## src/rtl/twr_pkg.sv

```systemverilog
package twr_pkg;

    typedef enum logic [1:0] {
        PH_IDLE  = 2'd0,
        PH_LOAD  = 2'd1,
        PH_TWIST = 2'd2,
        PH_SHIFT = 2'd3
    } phase_e;

    typedef enum logic [1:0] {
        FEED_SEED  = 2'd0,
        FEED_TWIST = 2'd1,
        FEED_RING  = 2'd2
    } feed_e;

    typedef struct packed {
        logic  step;
        feed_e feed;
    } reg_cmd_t;

    function automatic logic [63:0] seed_word(input int unsigned idx);
        logic [63:0] h;
        h = 64'(idx + 1) * 64'h9E3779B97F4A7C15;
        h = h ^ (h >> 29);
        return h;
    endfunction

    function automatic int unsigned width_bits(input int unsigned n);
        return (n > 1) ? $clog2(n) : 1;
    endfunction

endpackage

```

## src/rtl/tg_scan_reg.sv

```systemverilog
module tg_scan_reg
    import twr_pkg::*;
#(
    parameter int WIDTH = 8
) (
    input  logic             clk,
    input  logic             rst,
    input  reg_cmd_t         cmd,
    input  logic             load_bit,
    output logic [WIDTH-1:0] q
);
    logic serial_in;

    // the only logic on the path is this input mux; q drives the CUT directly
    always_comb begin
        case (cmd.feed)
            FEED_SEED:  serial_in = load_bit;
            FEED_TWIST: serial_in = ~q[WIDTH-1];
            default:    serial_in = q[WIDTH-1];
        endcase
    end

    always_ff @(posedge clk) begin
        if (rst)
            q <= '0;
        else if (cmd.step)
            q <= {q[WIDTH-2:0], serial_in};
    end
endmodule

```

## src/rtl/tg_seed_store.sv

```systemverilog
module tg_seed_store
    import twr_pkg::*;
#(
    parameter int WIDTH     = 8,
    parameter int NUM_SEEDS = 4,
    localparam int IDXW = width_bits(NUM_SEEDS),
    localparam int BW   = width_bits(WIDTH)
) (
    input  logic            ext_mode,
    input  logic [IDXW-1:0] seed_idx,
    input  logic [BW-1:0]   bit_idx,
    input  logic            seed_bit,
    output logic            bit_out
);
    logic [WIDTH-1:0] rom [NUM_SEEDS];
    logic [BW-1:0]    pos;
    logic [WIDTH-1:0] word;

    for (genvar g = 0; g < NUM_SEEDS; g++) begin : g_rom
        localparam logic [63:0] HW = seed_word(g);
        assign rom[g] = HW[WIDTH-1:0];
    end

    assign pos     = BW'(WIDTH - 1) - bit_idx;
    assign word    = rom[seed_idx];
    assign bit_out = ext_mode ? seed_bit : word[pos];
endmodule

```

## src/rtl/tg_ctrl.sv

```systemverilog
module tg_ctrl
    import twr_pkg::*;
#(
    parameter int WIDTH     = 8,
    parameter int NUM_SEEDS = 4,
    localparam int IDXW = width_bits(NUM_SEEDS),
    localparam int BW   = width_bits(WIDTH),
    localparam int TW   = width_bits(2 * WIDTH)
) (
    input  logic            clk,
    input  logic            rst,
    input  logic            start,
    input  logic            src_ext,
    input  logic            seed_valid,
    output phase_e          phase,
    output reg_cmd_t        cmd,
    output logic [IDXW-1:0] seed_idx,
    output logic [BW-1:0]   bit_idx,
    output logic            ext_mode,
    output logic            done
);
    localparam logic [BW-1:0]   LAST_BIT   = BW'(WIDTH - 1);
    localparam logic [BW-1:0]   LAST_ROUND = BW'(WIDTH - 1);
    localparam logic [TW-1:0]   LAST_TW    = TW'(2 * WIDTH - 1);
    localparam logic [IDXW-1:0] LAST_SEED  = IDXW'(NUM_SEEDS - 1);

    logic [TW-1:0] twist_cnt;
    logic [BW-1:0] round_cnt;
    logic          bit_ok;

    assign bit_ok = !ext_mode || seed_valid;

    always_comb begin
        cmd.step = 1'b0;
        cmd.feed = FEED_RING;
        case (phase)
            PH_LOAD:  begin cmd.step = bit_ok; cmd.feed = FEED_SEED;  end
            PH_TWIST: begin cmd.step = 1'b1;   cmd.feed = FEED_TWIST; end
            PH_SHIFT: begin cmd.step = 1'b1;   cmd.feed = FEED_RING;  end
            default:  begin cmd.step = 1'b0;   cmd.feed = FEED_RING;  end
        endcase
    end

    always_ff @(posedge clk) begin
        if (rst) begin
            phase     <= PH_IDLE;
            seed_idx  <= '0;
            bit_idx   <= '0;
            twist_cnt <= '0;
            round_cnt <= '0;
            ext_mode  <= 1'b0;
            done      <= 1'b0;
        end else begin
            done <= 1'b0;
            case (phase)
                PH_IDLE: begin
                    if (start) begin
                        phase    <= PH_LOAD;
                        ext_mode <= src_ext;
                        seed_idx <= '0;
                        bit_idx  <= '0;
                    end
                end
                PH_LOAD: begin
                    if (bit_ok) begin
                        if (bit_idx == LAST_BIT) begin
                            bit_idx   <= '0;
                            twist_cnt <= '0;
                            round_cnt <= '0;
                            phase     <= PH_TWIST;
                        end else begin
                            bit_idx <= bit_idx + 1'b1;
                        end
                    end
                end
                PH_TWIST: begin
                    twist_cnt <= twist_cnt + 1'b1;
                    if (twist_cnt == LAST_TW)
                        phase <= PH_SHIFT;
                end
                PH_SHIFT: begin
                    twist_cnt <= '0;
                    if (round_cnt == LAST_ROUND) begin
                        round_cnt <= '0;
                        if (seed_idx == LAST_SEED) begin
                            seed_idx <= '0;
                            phase    <= PH_IDLE;
                            done     <= 1'b1;
                        end else begin
                            seed_idx <= seed_idx + 1'b1;
                            phase    <= PH_LOAD;
                        end
                    end else begin
                        round_cnt <= round_cnt + 1'b1;
                        phase     <= PH_TWIST;
                    end
                end
                default: phase <= PH_IDLE;
            endcase
        end
    end
endmodule

```

## src/rtl/twisted_ring_tpg.sv

```systemverilog
module twisted_ring_tpg
    import twr_pkg::*;
#(
    parameter int WIDTH     = 8,
    parameter int NUM_SEEDS = 4
) (
    input  logic             clk,
    input  logic             rst,
    input  logic             start,
    input  logic             src_ext,
    input  logic             seed_bit,
    input  logic             seed_valid,
    output logic             seed_req,
    output logic [WIDTH-1:0] pattern,
    output logic             pattern_valid,
    output logic             done
);
    localparam int IDXW = width_bits(NUM_SEEDS);
    localparam int BW   = width_bits(WIDTH);

    phase_e          phase;
    reg_cmd_t        cmd;
    logic [IDXW-1:0] seed_idx;
    logic [BW-1:0]   bit_idx;
    logic            ext_mode;
    logic            load_bit;

    tg_ctrl #(.WIDTH(WIDTH), .NUM_SEEDS(NUM_SEEDS)) u_ctrl (
        .clk        (clk),
        .rst        (rst),
        .start      (start),
        .src_ext    (src_ext),
        .seed_valid (seed_valid),
        .phase      (phase),
        .cmd        (cmd),
        .seed_idx   (seed_idx),
        .bit_idx    (bit_idx),
        .ext_mode   (ext_mode),
        .done       (done)
    );

    tg_seed_store #(.WIDTH(WIDTH), .NUM_SEEDS(NUM_SEEDS)) u_store (
        .ext_mode (ext_mode),
        .seed_idx (seed_idx),
        .bit_idx  (bit_idx),
        .seed_bit (seed_bit),
        .bit_out  (load_bit)
    );

    tg_scan_reg #(.WIDTH(WIDTH)) u_reg (
        .clk      (clk),
        .rst      (rst),
        .cmd      (cmd),
        .load_bit (load_bit),
        .q        (pattern)
    );

    assign pattern_valid = (phase == PH_TWIST) || (phase == PH_SHIFT);
    assign seed_req      = (phase == PH_LOAD) && ext_mode;
endmodule

```

## config.mk

```make
export PLATFORM = sky130hd
export DESIGN_NAME = twisted_ring_tpg
export DESIGN_NICKNAME = d
export VERILOG_FILES = /design/src/rtl/twr_pkg.sv /design/src/rtl/tg_scan_reg.sv /design/src/rtl/tg_seed_store.sv /design/src/rtl/tg_ctrl.sv /design/src/rtl/twisted_ring_tpg.sv
export SDC_FILE = /design/constraint.sdc
export NUM_CORES = 1
export LEC_CHECK = 0
export BUFFER_PORTS_ARGS = -buffer_cell sky130_fd_sc_hd__buf_2
export CAP_MARGIN = 20
export CORE_MARGIN = 4
export CORE_UTILIZATION = 56
export DETAILED_ROUTE_END_ITERATION = 10
export PLACE_DENSITY_LB_ADDON = 0.2
export RECOVER_POWER = 100
export SETUP_SLACK_MARGIN = 0.02
export SLEW_MARGIN = 20
export SYNTH_ARGS = -nofsm -noshare
export SYNTH_HDL_FRONTEND = slang
export SYNTH_SLANG_ARGS = --single-unit
```

## constraint.sdc

```tcl
create_clock -name clk -period 2.1 [get_ports clk]
set_clock_uncertainty 0.05 [all_clocks]
set_input_delay 0.21 -clock clk [delete_from_list [all_inputs] [get_ports clk]]
set_output_delay 0.21 -clock clk [all_outputs]
set_load 0.02 [all_outputs]
```

; ---- After elaboration in Yosys (flattened, before gate mapping)
; Cells that the tools add are included.
[op_classes]
addsub = 5
n_mul = 0
n_div = 0
order_cmp = 2
eq_ne = 13
shifts = 0
n_mux = 31
bitwise_logic = 4
n_reduce_logical = 17
[ops]
columns = operator, n
row1 = 3-bit 2-to-1 mux, 6
row2 = 8-bit binary-select mux with 2-bit select, 1
row3 = 2-bit 2-to-1 mux, 8
row4 = 8-bit 2-to-1 mux, 2
row5 = 3-bit case mux with 2 select lines, 2
row6 = 4-bit case mux with 3 select lines, 1
row7 = 3-bit AND reduction, 4
row8 = 3-bit case mux with 3 select lines, 1
row9 = 4-bit 2-to-1 mux, 2
row10 = "2-bit by 1-bit != test with 1-bit output, second input constant", 4
row11 = 2-bit case mux with 4 select lines, 1
row12 = "3-bit by 1-bit adder with 3-bit output, second input constant", 2
row13 = "2-bit == test, second input constant", 3
row14 = "3-bit == test, second input constant", 2
row15 = 2-bit nonzero test, 3
row16 = "4-bit by 1-bit adder with 4-bit output, second input constant", 1
row17 = "2-bit by 1-bit == test with 1-bit output, second input constant", 2
row18 = "4-bit == test, second input constant", 1
row19 = 2-bit zero test, 2
row20 = "3-bit by 4-bit < comparator with 1-bit output, second input constant", 1
row21 = 1-bit 2-to-1 mux, 4
row22 = 2-bit case mux with 2 select lines, 1
row23 = 4-bit AND reduction, 1
row24 = 1-bit binary-select mux with 3-bit select, 1
row25 = other kinds (13), 16
[word_totals]
reg_bits = 24
latchBits = 0
ram_bits = 0
mem_bits_ro = 0
in_bits = 6
out_inout_bits = 11
wordCells = 80
mem_count = 0

; ---- Longest topological paths before layout
; Gate-level depths: netlist (run 1).
[logic_depth]
depth_word = 8
mapped_depth = 7
depth_no_buf = 6

; ---- By module
; From an unflattened synthesis (run 1), not the netlist that was laid out.
[unflattened]
hier_cells = 154
area_unflattened_um2 = 1382.6
[by_module_without_submodules]
columns = module, instances, cells_each, area_each_um2, seq_area_each_um2
row1 = tg_ctrl, 1, 108, 964.7, 320.3
row2 = tg_scan_reg, 1, 30, 306.5, 160.2
row3 = tg_seed_store, 1, 14, 98.8, 0.0
row4 = twisted_ring_tpg, 1, 2, 12.5, 0.0

; ---- Worst setup path after synthesis (run 1)
; Ideal clock, no wire load.
[synth_path]
path_kind = flip-flop to flip-flop
from = reg u_ctrl.phase[0]
to = reg u_ctrl.bit_idx[0]
setup_ps = 70
arrival_time_ps = 1784
required_ps = 1980
setup_slack_ps = 195
path_stages_with_launch = 7
path_buffers = 0
synth_period_minus_slack_ps = 1905
path_cell_list = dfxtp_1 > inv_1 > ha_1 > nor2b_1 > a211o_2 > or4b_1 > a21oi_1
[synth_between]
elab_chain_cells = 3
word_cells_on_any_way = 7
cone_classes = 3 x eq/ne / 1 x mux / 3 x reduce/logical
[synth_rtl]
columns = item, line_no
row1 = "start, declared", tg_ctrl.sv:15  ; output phase_e phase,
row2 = "start signal, assigned", tg_ctrl.sv:46  ; phase <= PH_IDLE;
row3 = "start signal, assigned", tg_ctrl.sv:58  ; phase <= PH_LOAD;
row4 = "start signal, assigned", tg_ctrl.sv:70  ; phase <= PH_TWIST;
row5 = 2-bit by 1-bit == test with 1-bit output or 2-bit zero test (tied branches), tg_ctrl.sv:55  ; case (phase)
row6 = 2-bit by 1-bit != test with 1-bit output (no line) (tied with other cells), -
row7 = 3-bit AND reduction (no line), -
row8 = "end signal, assigned", tg_ctrl.sv:72  ; bit_idx <= bit_idx + 1'b1;
row9 = "end, declared", tg_ctrl.sv:18  ; output logic [BW-1:0] bit_idx,
; Several ways; a longest one is shown, not always the timed one.
; A chain may end at the register's enable or synchronous reset.

; ---- Worst setup path in the final report (run 1)
; Same ends and word-level chain as after synthesis.

==> out/metrics.yaml, run 1 <==
grt_max_degree: 26
numCtsBuffers: 3
pre_cts_ws_ps: 94.9
holdWs_ps: 88.5
overflow: 0
clk_path_buf_depth: 2
cts_hold_buf: 0
dpl.hpwl_um: 2130
yosysSeqAreaShare: 0.357
min_from: "src_ext"
leakagePower_uw: 0.000604
io_pins: 17
syn_area_um2: 1350
layout-drive-gt1-share: 0.127
grt_pass1_wl_um: 5020
hold_viol: 0
num-fill-cells: 187
fin_crit_sh: 0.940
synthCells: 154
place_inst: 197
powerDensity_nw_per_um2: 1020
yosysWarnings: 0
cts_max_level: 1
start_util: 0.597
critical_path.slowest_cell: "or4b_1"
yosys.area_share.adder: 0.130
synthTopCellsByArea: "dfxtp_1 (36%), ha_1 (13%), mux2i_1 (6.7%)"
io_buffers: 16
wl_per_cell_um: 14.4
synth-simple-area-share: 0.241
post-route-cell-area_um2: 1510
r2r-start: "u_ctrl.phase[0]"
setup-tns-final_ps: 0
drt_iter0_markers: 18
vdd_drop_max_mv: 0.663
clkTransAtPathRegs_ps: 140
cts_setup_buffers: 0
cp-end-kind: "flop"
cp.required_ps: 2310
die_area_um2: 3250
slew_headroom: 0.659
multi_input_area_um2: 812
min_path_type: "in2reg"
syn_area_per_cell_um2: 8.73
synthArstFlopShare: 0
die_x_um: 57.0
totalWireLength_um: 2890
final_cell_count_no_fill: 201
die_y_um: 57.0
synth_top_area_frac: 0.357
n_antenna_cell: 0
min_period_ps: 1970
ys.flop_type: "dfxtp_1"
arrival_ps: 2190
drt_pass1_iterations: 4
layout-area-overhead-vs-synth_pct: 12.2
finalMaxSlewViolations: 0
yosysMostFrequentCell: "dfxtp_1"
insertion_delay_ps: 320
coreArea_um2: 2250
criticalPathCategory: "reg2reg"
clock-root-buffer: "clkbuf_4"
synth_xor_area_frac: 0
rsz0062_at_grt: "false"
max_freq_mhz: 507
setup_violations: 0
synth_mux_area_frac: 0.0670
cts_tree: "done"
tightest_slew_ps: 508
synth_nets: 174
vias: 1168
grtUsageTotal: 0.192
clock_sinks: 24
drc: 0
grt_pass1_vias: 1108
outcome: "completed"
yosys-top-cells-count: "dfxtp_1 (24), nor2_1 (16), ha_1 (14)"
start_kind: "flop"
critical-path-max-stage-delay_ps: 480
ff_latch_area_um2: 484
synth_seq_cells: 24
via_per_inst: 5.81
nNetsFinal: 194
routabilityCongestion: 0.822
synth_edf_count: 0
rows: 17
ys_types: 34
antenna_found_initial: 0
dpl_cell_area_um2: 1470
cp_cell_sequence: "inv_1, ha_1, nor2b_1, a211o_2, or4b_1, a21oi_1"
synth_top_family_by_area: "simple AND/OR/NAND/NOR gates"
drv_cap: 0
synth_compound_area_frac: 0.166
cp_max_fo: 6
worst_slack_ps: 127
ant_nets: 0
cp-startpoint: "u_ctrl.phase[0]"
synth_top_area_cell: "dfxtp_1"
[worst max-delay path, delay by kind of cell (launching register included)]
family | cells | cell delay (ps)
and+or+nand+nor | 2 | 650
adders and majority gates | 1 | 240
buffers and inverters | 1 | 100
AOI/OAI and AO/OA | 2 | 490
DFF | 1 | 400
[cells by family (layout without fill, tap and decap cells)]
| group | Yosys count | count (layout) |
|---|---|---|
| DFF | 24 | 24 |
| muxes | 9 | 9 |
| buffers and inverters | 13 | 32 |
| adders and majority gates | 14 | 14 |
| AOI/OAI and AO/OA | 35 | 35 |
| and+or+nand+nor | 59 | 59 |
[flip-flops by register name, summed over array words and instances (netlist names)]
name,flops
u_ctrl.bit_idx,3
u_ctrl.done,1
u_ctrl.ext_mode,1
u_ctrl.phase,2
u_ctrl.round_cnt,3
u_ctrl.seed_idx,2
u_ctrl.twist_cnt,4
u_reg.q,8
[layer usage]
layer	wire, µm	global-route usage
met5	0	0
met4	45	0.0795
met3	60	0.0271
met2	1470	0.341
met1	1320	0.229
[timing repair]
action,4_1_cts,5_1_grt
endpoints found under the setup margin,1,1
resized for setup,1,1
gates cloned,0,0
[power breakdown]
group | switching (µW) | internal (µW)
Clock | 148 | 193
Sequential | 39.7 | 494
Combinational | 390 | 273
Total | 578 | 959
[path summary, 6_finish.rpt]
check | end | slack [ps] | depth (start not counted)
min | u_ctrl.ext_mode | 90 | 3
max reg2reg | u_ctrl.bit_idx[0] | 130 | 6
max | u_ctrl.bit_idx[0] | 130 | 6
min reg2reg | u_ctrl.round_cnt[1] | 450 | 2
[area by class of cell]
cell class / instances / share of cell area
multi-input cells: 117 / 0.538
flip-flops and latches: 24 / 0.321
repair buffers: 21 / 0.0655
well taps: 28 / 0.0232
clock inverters: 1 / 0.0199
inverters: 7 / 0.0174
clock buffers: 3 / 0.0149
[per-stage QoR]
step	power, µW	utilization
after floorplan	1020	-
after global placement	1170	0.653
after detailed placement	1190	0.653
after CTS	1540	0.676
after global routing	1640	0.669
final	1540	0.669
[placed cells by master, fill, tap and decap left out, types with 2 or more instances in the layout]
cell / instances
a211oi_1: 3
a21oi_1: 13
a31oi_1: 4
buf_2: 6
buf_4: 3
clkbuf_1: 11
clkbuf_4: 3
dfxtp_1: 23
ha_1: 14
inv_1: 7
mux2i_1: 9
nand2_1: 10
nand2b_1: 2
nand3_1: 5
nand4b_1: 3
nor2_1: 16
nor2b_1: 6
nor3_1: 2
nor3b_1: 4
o21ai_0: 5
o31ai_1: 2
or2_2: 3
or4b_1: 2
No activity file was read; power rests on OpenSTA's default activity.
==> run 2: changes to the inputs <==
Settings changed: CORE_UTILIZATION 56 to 59, CTS_BUF_LIST from default to sky130_fd_sc_hd__clkbuf_2 sky130_fd_sc_hd__clkbuf_4 sky130_fd_sc_hd__clkbuf_8.
==> run 2 against run 1 <==
Total power is 1.1% lower; utilization grew 1.9 points; sequential power is essentially flat; critical path type unchanged; largest cell class unchanged.
==> out/metrics.yaml, run 2 (same netlist as run 1, synthesis figures left out) <==
outcome: "completed"
die_area_um2: 3110
slew_headroom: 0.697
cp-end-kind: "flop"
dpl.hpwl_um: 2040
final_common_cell: "dfxtp_1"
ff2ff_setup_slack_ps: 130
power_frac_clock: 0.220
die_y_um: 55.7
clock-root-buffer: "clkbuf_4"
insertion_delay_ps: 310
r2r-start: "u_ctrl.phase[0]"
layout-area-overhead-vs-synth_pct: 12.1
min_from: "src_ext"
drt_iter0_markers: 17
clkTransAtPathRegs_ps: 140
internal_power_uw: 961
io_buffers: 16
cp_cell_sequence: "inv_1, ha_1, nor2b_1, a211o_2, or4b_1, a21oi_1"
rows: 17
cp_max_fo: 6
drt_pass1_iterations: 4
grt_max_degree: 26
hold_viol: 0
post-route-cell-area_um2: 1510
numCtsBuffers: 3
dpl_cell_area_um2: 1460
ant_nets: 0
critical-path-max-stage-delay_ps: 480
routabilityCongestion: 0.799
crit_family: "simple AND/OR/NAND/NOR gates"
n_antenna_cell: 0
nNetsFinal: 193
io_pins: 17
clock_sinks: 24
setup-tns-final_ps: 0
critical_path.slowest_cell: "or4b_1"
finalMaxSlewViolations: 0
combPwrFrac: 0.429
totalWireLength_um: 2790
cts_tree: "done"
min_path_type: "in2reg"
p_sw_frac: 0.369
powerDensity_nw_per_um2: 1010
via_per_inst: 5.78
cp.required_ps: 2310
max_freq_mhz: 507
largest_register_ffs: 8
cts_max_level: 1
leakagePower_uw: 0.000603
clk_path_buf_depth: 2
grtUsageTotal: 0.198
antenna_found_initial: 0
hold_end: "u_ctrl.ext_mode"
start_kind: "flop"
wl_per_cell_um: 14.0
grt_pass1_wl_um: 5150
vdd_drop_max_mv: 0.710
layout-drive-gt1-share: 0.134
vias: 1155
drc: 0
reg2reg_depth: 6
final_cell_mix: "dfxtp_1 (23), nor2_1 (16), a21oi_1 (13), ha_1 (13)"
fin_crit_sh: 0.939
holdPathStages: 3
crit_buf_inv: 1
start_util: 0.614
pwr-share-seq: 0.351
overflow: 0
rsz0062_at_grt: "false"
setup_violations: 0
switching_power_uw: 561
reg_top3: "u_reg.q (8), u_ctrl.twist_cnt (4)"
reg2reg_to: "u_ctrl.bit_idx[0]"
tightest_slew_ps: 455
coreArea_um2: 2190
min_period_ps: 1970
die_x_um: 55.7
cts_hold_buf: 0
drv_cap: 0
criticalPathCategory: "reg2reg"
grt_pass1_vias: 1191
arrival_ps: 2180
top_register: "u_reg.q"
[run 2: how the worst max path moves through the flow]
| stage | startpoint | endpoint | depth (start not counted) |
|---|---|---|---|
| floorplan | u_ctrl.phase[0] | u_ctrl.bit_idx[0] | 6 |
| global placement | u_ctrl.phase[0] | u_ctrl.bit_idx[0] | 6 |
| detailed placement | u_ctrl.phase[0] | u_ctrl.bit_idx[0] | 6 |
| CTS | u_ctrl.phase[0] | u_ctrl.bit_idx[0] | 6 |
| global route | u_ctrl.phase[0] | u_ctrl.bit_idx[0] | 6 |
| finish | u_ctrl.phase[0] | u_ctrl.bit_idx[0] | 6 |
[run 2: per-stage QoR]
stage	hold WS, ps	util	setup slack (ps)	instances	total power (µW)
after detailed placement	421	0.668	101	196	1180
after CTS	87.1	0.692	41.6	200	1520
after global routing	98.5	0.688	29.4	200	1640
final	91.9	0.688	128	200	1520
after global placement	412	0.668	193	196	1160
after floorplan	307	-	195	154	1020
[run 2: routing by layer]
layer / vias to the layer above / track usage / wire length (µm) / part of all wire
li1: 583 / - / - / -
met1: 545 / 0.238 / 1260 / 0.45
met2: 21 / 0.346 / 1410 / 0.50
met3: 6 / 0.0371 / 83 / 0.030
met4: 0 / 0.0729 / 44 / 0.016
met5: - / 0 / 0 / 0
[run 2: power by group through the flow]
stage | clock network, µW | registers, µW | logic (µW)
6_report | 335 | 534 | 652
2_1_floorplan | 0 | 539 | 476
5_1_grt | 364 | 540 | 731
3_3_place_gp | 0 | 534 | 626
4_1_cts | 341 | 528 | 653
3_5_place_dp | 0 | 537 | 641
[run 2: cell type report]
cell class	count	area, µm²
timing repair buffer	20	95.1
sequential	24	484
inverter	7	26.3
clock buffer	3	22.5
clock inverter	1	30.0
multi-input combinational	117	815
fill	184	683
tap	28	35.0
[run 2: tightest hold or removal path, delay by kind of cell]
family | cells | cell delay [ps]
buf+inv | 1 | 100
simple gates | 1 | 60
compound gates | 1 | 60
[run 2: what timing repair did]
action	4_1_cts	5_1_grt
resized for setup	0	3
setup endpoints to repair	0	1
setup buffers	0	0
